### src/rtl/sgde_pkg.sv
package sgde_pkg;
    localparam int DESC_W       = 64;
    localparam int ADDR_FIELD_W = 44;
    localparam int LEN_FIELD_W  = 16;

    typedef enum logic [2:0] {
        ST_IDLE,
        ST_SCAN,
        ST_COUNT,
        ST_EMIT_SRC,
        ST_EMIT_DST,
        ST_FIN,
        ST_FAIL
    } sgde_state_e;
endpackage

### src/rtl/sgde_list_mem.sv
module sgde_list_mem #(
    parameter int DEPTH  = 8,
    parameter int IDX_W  = 3,
    parameter int ADDR_W = 48,
    parameter int LEN_W  = 32
) (
    input  logic              clk,
    input  logic              we,
    input  logic [IDX_W-1:0]  widx,
    input  logic [ADDR_W-1:0] waddr,
    input  logic [LEN_W-1:0]  wlen,
    input  logic [IDX_W-1:0]  ridx,
    output logic [ADDR_W-1:0] raddr,
    output logic [LEN_W-1:0]  rlen
);
    logic [ADDR_W-1:0] addr_mem [DEPTH];
    logic [LEN_W-1:0]  len_mem  [DEPTH];

    always_ff @(posedge clk) begin
        if (we && (int'(widx) < DEPTH)) begin
            addr_mem[widx] <= waddr;
            len_mem[widx]  <= wlen;
        end
    end

    always_comb begin
        raddr = addr_mem[ridx];
        rlen  = len_mem[ridx];
    end
endmodule

### src/rtl/sgde_fmt.sv
module sgde_fmt
    import sgde_pkg::*;
#(
    parameter int ADDR_W = 48,
    parameter int LEN_W  = 32
) (
    input  logic              is_dst,
    input  logic [ADDR_W-1:0] addr,
    input  logic [LEN_W-1:0]  len,
    output logic [DESC_W-1:0] word,
    output logic              legal
);
    localparam logic [LEN_W-1:0] FIELD_MAX = LEN_W'((1 << LEN_FIELD_W) - 1);

    logic                   mega;
    logic [LEN_W-1:0]       units;
    logic [LEN_FIELD_W-1:0] field;

    always_comb begin
        mega  = (len[3:0] == 4'd0);
        units = len >> 4;
        field = mega ? units[LEN_FIELD_W-1:0] : len[LEN_FIELD_W-1:0];
        legal = mega ? (units <= FIELD_MAX) : (len <= FIELD_MAX);
        // type nibble: 0,mega,1,dst -> 2/3 byte form, 6/7 unit form
        word  = {1'b0, mega, 1'b1, is_dst, field, addr[ADDR_FIELD_W-1:0]};
    end
endmodule

### src/rtl/sg_desc_encoder.sv
module sg_desc_encoder
    import sgde_pkg::*;
#(
    parameter int DEPTH  = 8,
    parameter int ADDR_W = 48,
    parameter int LEN_W  = 32,
    localparam int CNT_W = $clog2(DEPTH + 1),
    localparam int IDX_W = (DEPTH > 1) ? $clog2(DEPTH) : 1,
    localparam int SUM_W = CNT_W + 1
) (
    input  logic              clk,
    input  logic              rst_n,
    input  logic              wr_en,
    input  logic              wr_sel,
    input  logic [IDX_W-1:0]  wr_idx,
    input  logic [ADDR_W-1:0] wr_addr,
    input  logic [LEN_W-1:0]  wr_len,
    input  logic              start,
    input  logic [CNT_W-1:0]  src_cnt,
    input  logic [CNT_W-1:0]  dst_cnt,
    output logic              busy,
    output logic              total_valid,
    output logic [SUM_W-1:0]  total_cnt,
    output logic              d_valid,
    input  logic              d_ready,
    output logic [DESC_W-1:0] d_data,
    output logic              done,
    output logic              req_err
);
    sgde_state_e state_q, state_d;

    logic [CNT_W-1:0] si_q, di_q, scnt_q, dcnt_q;
    logic [SUM_W-1:0] scan_q, tot_q;
    logic [LEN_W-1:0] tgt_q;
    logic             bad_q;

    logic [IDX_W-1:0]  ridx  [2];
    logic [ADDR_W-1:0] raddr [2];
    logic [LEN_W-1:0]  rlen  [2];
    logic [DESC_W-1:0] word  [2];
    logic              legal [2];
    logic              we    [2];

    logic             scan_in_src, scan_last, entry_ok, cnt_over;
    logic [LEN_W-1:0] tgt_after_dst;

    // ---------------- list storage and per-list formatters ----------------
    generate
        for (genvar g = 0; g < 2; g++) begin : g_list
            assign we[g] = wr_en && (wr_sel == 1'(g)) && (state_q == ST_IDLE);

            sgde_list_mem #(
                .DEPTH(DEPTH), .IDX_W(IDX_W), .ADDR_W(ADDR_W), .LEN_W(LEN_W)
            ) u_mem (
                .clk  (clk),
                .we   (we[g]),
                .widx (wr_idx),
                .waddr(wr_addr),
                .wlen (wr_len),
                .ridx (ridx[g]),
                .raddr(raddr[g]),
                .rlen (rlen[g])
            );

            sgde_fmt #(.ADDR_W(ADDR_W), .LEN_W(LEN_W)) u_fmt (
                .is_dst(1'(g)),
                .addr  (raddr[g]),
                .len   (rlen[g]),
                .word  (word[g]),
                .legal (legal[g])
            );
        end
    endgenerate

    // ---------------- read addressing and scan helpers ----------------
    always_comb begin
        scan_in_src = (scan_q < SUM_W'(scnt_q));
        scan_last   = (scan_q == tot_q - SUM_W'(1));
        entry_ok    = scan_in_src ? legal[0] : legal[1];
        cnt_over    = (src_cnt > CNT_W'(DEPTH)) || (dst_cnt > CNT_W'(DEPTH));
        if (state_q == ST_SCAN) begin
            ridx[0] = IDX_W'(scan_q);
            ridx[1] = IDX_W'(scan_q - SUM_W'(scnt_q));
        end else begin
            ridx[0] = IDX_W'(si_q);
            ridx[1] = IDX_W'(di_q);
        end
        tgt_after_dst = (rlen[1] < tgt_q) ? (tgt_q - rlen[1]) : '0;
    end

    // Choose what follows: a destination while bytes remain (or sources are
    // exhausted), else the next source, else the end of the request.
    function automatic sgde_state_e pick(input logic [CNT_W-1:0] si,
                                         input logic [CNT_W-1:0] di,
                                         input logic [LEN_W-1:0] tgt);
        if ((di < dcnt_q) && ((tgt != '0) || (si == scnt_q)))
            return ST_EMIT_DST;
        else if (si < scnt_q)
            return ST_EMIT_SRC;
        else
            return ST_FIN;
    endfunction

    // ---------------- next state ----------------
    always_comb begin
        state_d = state_q;
        unique case (state_q)
            ST_IDLE: begin
                if (start) begin
                    if (cnt_over)
                        state_d = ST_FAIL;
                    else if ((src_cnt == '0) && (dst_cnt == '0))
                        state_d = ST_COUNT;
                    else
                        state_d = ST_SCAN;
                end
            end
            ST_SCAN: begin
                if (scan_last)
                    state_d = (bad_q || !entry_ok) ? ST_FAIL : ST_COUNT;
            end
            ST_COUNT:    state_d = pick('0, '0, '0);
            ST_EMIT_SRC: if (d_ready) state_d = pick(CNT_W'(si_q + 1'b1), di_q, rlen[0]);
            ST_EMIT_DST: if (d_ready) state_d = pick(si_q, CNT_W'(di_q + 1'b1), tgt_after_dst);
            ST_FIN:      state_d = ST_IDLE;
            ST_FAIL:     state_d = ST_IDLE;
            default:     state_d = ST_IDLE;
        endcase
    end

    // ---------------- state register ----------------
    always_ff @(posedge clk or negedge rst_n) begin
        if (!rst_n) state_q <= ST_IDLE;
        else        state_q <= state_d;
    end

    // ---------------- walk registers ----------------
    always_ff @(posedge clk or negedge rst_n) begin
        if (!rst_n) begin
            si_q   <= '0;
            di_q   <= '0;
            scnt_q <= '0;
            dcnt_q <= '0;
            scan_q <= '0;
            tot_q  <= '0;
            tgt_q  <= '0;
            bad_q  <= 1'b0;
        end else begin
            case (state_q)
                ST_IDLE: begin
                    if (start) begin
                        scnt_q <= src_cnt;
                        dcnt_q <= dst_cnt;
                        tot_q  <= SUM_W'(src_cnt) + SUM_W'(dst_cnt);
                        scan_q <= '0;
                        bad_q  <= 1'b0;
                        si_q   <= '0;
                        di_q   <= '0;
                        tgt_q  <= '0;
                    end
                end
                ST_SCAN: begin
                    scan_q <= scan_q + SUM_W'(1);
                    bad_q  <= bad_q | ~entry_ok;
                end
                ST_EMIT_SRC: begin
                    if (d_ready) begin
                        si_q  <= CNT_W'(si_q + 1'b1);
                        tgt_q <= rlen[0];
                    end
                end
                ST_EMIT_DST: begin
                    if (d_ready) begin
                        di_q  <= CNT_W'(di_q + 1'b1);
                        tgt_q <= tgt_after_dst;
                    end
                end
                default: ;
            endcase
        end
    end

    // ---------------- outputs ----------------
    always_comb begin
        busy        = (state_q != ST_IDLE);
        total_valid = (state_q == ST_COUNT);
        total_cnt   = tot_q;
        d_valid     = (state_q == ST_EMIT_SRC) || (state_q == ST_EMIT_DST);
        d_data      = (state_q == ST_EMIT_DST) ? word[1] : word[0];
        done        = (state_q == ST_FIN) || (state_q == ST_FAIL);
        req_err     = (state_q == ST_FAIL);
    end

    // ---------------- assertions ----------------
    a_r9_hold_stable: assert property (@(posedge clk) disable iff (!rst_n)
        (d_valid && !d_ready) |=> (d_valid && $stable(d_data)));

    a_r7_total_first: assert property (@(posedge clk) disable iff (!rst_n)
        $rose(d_valid) |-> $past(total_valid));

    a_r1_type_legal: assert property (@(posedge clk) disable iff (!rst_n)
        d_valid |-> (d_data[63:60] inside {4'd2, 4'd3, 4'd6, 4'd7}));

    a_r4_err_ends: assert property (@(posedge clk) disable iff (!rst_n)
        req_err |=> (!busy && !d_valid));

    a_r10_no_silent_exit: assert property (@(posedge clk) disable iff (!rst_n)
        (busy && !done) |=> busy);

    a_r8_done_quiet: assert property (@(posedge clk) disable iff (!rst_n)
        done |-> (!d_valid && !total_valid));
endmodule

### config.mk
export PLATFORM = sky130hd
export DESIGN_NAME = sg_desc_encoder
export DESIGN_NICKNAME = d
export VERILOG_FILES = /design/src/rtl/sgde_pkg.sv /design/src/rtl/sgde_list_mem.sv /design/src/rtl/sgde_fmt.sv /design/src/rtl/sg_desc_encoder.sv
export SDC_FILE = /design/constraint.sdc
export NUM_CORES = 2
export LEC_CHECK = 0
export BUFFER_PORTS_ARGS = -buffer_cell sky130_fd_sc_hd__buf_2
export CAP_MARGIN = 20
export CORE_ASPECT_RATIO = 0.6
export CORE_MARGIN = 4
export CORE_UTILIZATION = 43
export CTS_CLUSTER_DIAMETER = 80
export CTS_CLUSTER_SIZE = 8
export DETAILED_ROUTE_END_ITERATION = 7
export SYNTH_ARGS = -nofsm -noshare
export SYNTH_HDL_FRONTEND = slang
export SYNTH_SLANG_ARGS = --single-unit
### constraint.sdc
create_clock -name clk -period 16.15 [get_ports clk]
set_input_delay 0.8075 -clock clk [delete_from_list [all_inputs] [get_ports clk]]
set_output_delay 0.8075 -clock clk [all_outputs]
set_load 0.01 [all_outputs]
==> metrics <==
met3 track demand over resource=approximately 4.8%; starting density of the core=43.54%; CP most frequent cell=nand2_1; Die H=approximately 280 µm; Tcrit/Tclk final=between 50% and 60%; CP Buf/Inv Count=4; YS warnings=0; Crit path max-delay family=compound AO/OA/AOI/OAI gates; H-tree depth=4; Fmax achieved=around 120 MHz; initial antenna violation count=12; grt peak-use layer=met1; post-synth cell types=between 80 and 90; Primary FF master, synth=edfxtp_1; Iteration-0 DRC Markers=roughly 3,800; Syn Nets=3,402; clock root cell=clkbuf_16; Core Rows=between 90 and 100; pin count of the biggest net entering global routing=about 140; r2r startpoint=scan_q[0]$_DFFE_PN0P_; worst vdd ir=about 0.00023 V; Min Clock Period, post-route=between 8 and 9 ns; routed vias=between 30,000 and 40,000; TritonCTS Sinks=between 1,000 and 1,500; leakage=slightly above 0.02 µW; P per Cell Area=approximately 200 nW/µm²; setup slack, reg-to-reg=7.91 ns; register area share after synthesis=between 70% and 80%; DR vias/cell=around 6; Slew headroom=between 20 and 25%; Mapped Area=53,230 µm²; CTS tree=done; Maximum Capacitance Violations=0; Final GP Congestion=0.9447; number of global-route vias before repair=30,290; status=finished, final reports clean; Clock transition at path regs=about 0.05 ns; clk_lat worst skew=0.77 ns; core area=122,300 µm²; min-delay worst type=in -> async; die width=around 460 µm; WL/cell=approximately 28 µm; clk_skew=roughly 0.046 ns; CP startpoint kind=flip-flop; setup bufs post-CTS=0; fraction of registers with async set/reset=around 4.9%; port bufs=between 150 and 200; FF-to-FF path depth=22; met2 usage=about a third; Max Slew Vio Count=0; area grow syn2layout=14.11%; Finished Core Util=a little under 50%; DRC errors left=0; IO Count=approximately 170; die area=~130,000 µm²; Overall Global Routing Usage=22.34%; total wire length=144.3 mm; Longest Clk Path Bufs=3; Worst Path Arrival=roughly 9 ns; Post-CTS Resized=0; number of flops mapped to enable cells by yosys=roughly 1,200; r2r endpoint=tgt_q[24]$_DFFE_PN0P_; Yosys reg bits=roughly 1,300; Post-CTS Hold Buffers=0; Mapped Cells=3,244; CP Data Required Time=16.86 ns; setup TNS=0 ns; grt ovf=0; Final setup viols=0; FILL cells=between 9,000 and 10,000; Synth Area per Inst=around 16 µm²; RSZ-0062 raised after global routing=false; met1 Resource Use GR=34.94%; Worst-Margin Slew=between 1 and 1.5 ns; Crit. End Element=flip-flop; worst-path fanout max=slightly below 80; CP peak stage delay=slightly above 0.8 ns; DR pass1 iterations=6; Crit Path Class=reg -> reg; global-route wire length before repair=about 210 mm; CP cell instances=inv_1 > ha_1 > inv_1 > fa_1 > xnor2_1 > mux2_8 > buf_4 > nand2_1 > and3_1 > a311oi_1 > a31oi_1 > ha_1 > nand2_1 > nor4_1 > nand2_1 > o211ai_1 > a221oi_1 > a21oi_1 > nand2_1 > buf_4 > o221ai_1 > o21a_1; post-DP HPWL=81.15 mm; layout cells sized above 1=19.90%; crit path max-delay cell type=mux2_8; nets@finish=about 3,600; cts bufs inserted=around 180; Hold Vio Cnt, Final=0; DRT antenna net count=0
-- per-layer routing --
metal	share of wire, %	vias up
met5	0.019	-
li1	-	13290
met1	46	15940
met3	9.3	195
met2	43	1487
met4	1.8	4
-- synth_stat cells, drive strengths merged (4+ instances only) --
master / n / area share [%]
a221o: 4 / 0.075
ha: 58 / 1.4
nor2: 74 / 0.54
a22oi: 6 / 0.085
clkbuf: 92 / 0.65
mux4: 212 / 9.0
a21boi: 6 / 0.085
o211ai: 16 / 0.23
inv: 38 / 0.27
dfrtp: 62 / 2.9
xor2: 13 / 0.21
a32oi: 35 / 0.58
or2: 4 / 0.047
a31oi: 67 / 0.79
a32o: 9 / 0.17
a211o: 4 / 0.066
o21ai: 75 / 0.71
nand4: 24 / 0.29
o21a: 34 / 0.48
o21bai: 4 / 0.056
a311oi: 10 / 0.18
mux2: 20 / 0.44
a21oi: 68 / 0.64
xnor2: 13 / 0.21
and3: 58 / 0.68
a221oi: 8 / 0.14
a21o: 16 / 0.23
buf: 81 / 0.96
nand3: 102 / 0.96
and2: 7 / 0.082
or3: 10 / 0.12
nor3: 38 / 0.37
nor4: 15 / 0.18
nand2b: 9 / 0.11
nand2: 526 / 3.7
o221ai: 31 / 0.52
nor2b: 11 / 0.13
and4: 4 / 0.066
edfxtp: 1216 / 69
a211oi: 10 / 0.15
o2111ai: 4 / 0.066
mux2i: 100 / 2.0
-- cell type report --
cell class / instances / area, µm² / share of cell area (%)
Sequential cell: 1278 / 38070 / 62.67
Inverter: 38 / 143.9 / 0.2369
Clock inverter: 11 / 219.0 / 0.3605
Timing Repair Buffer: 230 / 1341 / 2.208
Tap cell: 1616 / 2022 / 3.329
Clock buffer: 196 / 4574 / 7.531
Multi-Input combinational cell: 1755 / 14350 / 23.63
Antenna cell: 7 / 17.52 / 0.02884
-- layout by cell type, fill, tap and decap left out, types with 10 or more instances in the layout --
cell,instances
nand4_1,23
o21a_1,34
clkbuf_1,15
a21oi_1,68
o221ai_1,30
or3_1,10
ha_1,58
nor2_1,56
a21o_1,16
xor2_1,13
nand2_1,524
a31oi_1,67
xnor2_1,13
nand3_1,102
nor2_4,12
and3_1,58
clkbuf_16,180
mux2i_1,94
mux4_2,211
o21ai_0,72
a32oi_1,35
nor2b_1,11
o211ai_1,16
edfxtp_1,1216
nor3_1,33
buf_2,164
mux2_2,15
dfrtp_1,62
inv_1,37
nor4_1,15
buf_4,64
-- flip-flops by register name, indices dropped and copies added, names as in the netlist --
name and count:
g_list.u_mem.addr_mem 704, scnt_q 4, di_q 4, bad_q 1
g_list.u_mem.len_mem 512, si_q 4, total_cnt 5, state_q 3
tgt_q 32, scan_q 5, dcnt_q 4
-- where the power goes --
group | internal (µW) | switching (µW)
clock | 1970 | 1310
sequential | 3770 | 84.0
combinational | 1880 | 3260
-- worst max path at each step --
| stage | cells after the start | to | startpoint | slack (ns) |
|---|---|---|---|---|
| 3_3_place_gp | 22 | tgt_q[24]$_DFFE_PN0P_ | scan_q[0]$_DFFE_PN0P_ | 8.26 |
| 5_1_grt | 22 | tgt_q[24]$_DFFE_PN0P_ | scan_q[0]$_DFFE_PN0P_ | 7.68 |
| 6_report | 22 | tgt_q[24]$_DFFE_PN0P_ | scan_q[0]$_DFFE_PN0P_ | 7.91 |
| 4_1_cts | 22 | tgt_q[24]$_DFFE_PN0P_ | scan_q[0]$_DFFE_PN0P_ | 8.20 |
| 3_5_place_dp | 22 | tgt_q[24]$_DFFE_PN0P_ | scan_q[0]$_DFFE_PN0P_ | 8.19 |
| 2_1_floorplan | 5 | g_list[0].u_mem.addr_mem[0][0]$_DFFE_PP_ | state_q[2]$_DFFE_PN0P_ | 8.96 |
-- metrics by stage --
stage | power, µW | setup WS, ns | std cells | hold WS [ns] | cell area [µm²]
5_1_grt | 12880 | 7.679 | 5127 | 0.3178 | 60730
3_3_place_gp | 8927 | 8.258 | 4917 | 0.4820 | 55930
2_1_floorplan | 7336 | 8.959 | 3244 | 0.4706 | 53230
3_5_place_dp | 8957 | 8.191 | 4917 | 0.4862 | 55930
4_1_cts | 12270 | 8.197 | 5124 | 0.2640 | 60720
6_report | 12280 | 7.907 | 5131 | 0.2796 | 60740
-- logic make-up after synthesis --
logic type                 Yosys count  synth area share, %
and+or+nand+nor                    899                7.567
buffers and inverters              211                1.881
muxes                              332                11.40
xor gates and xnor gates            26               0.4278
AOI/OAI and AO/OA                  435                5.719
DFF                               1278                71.52
adders and majority gates           61                1.476
other                                2              0.01411
Note: power is estimated with default switching activity, not from simulation.
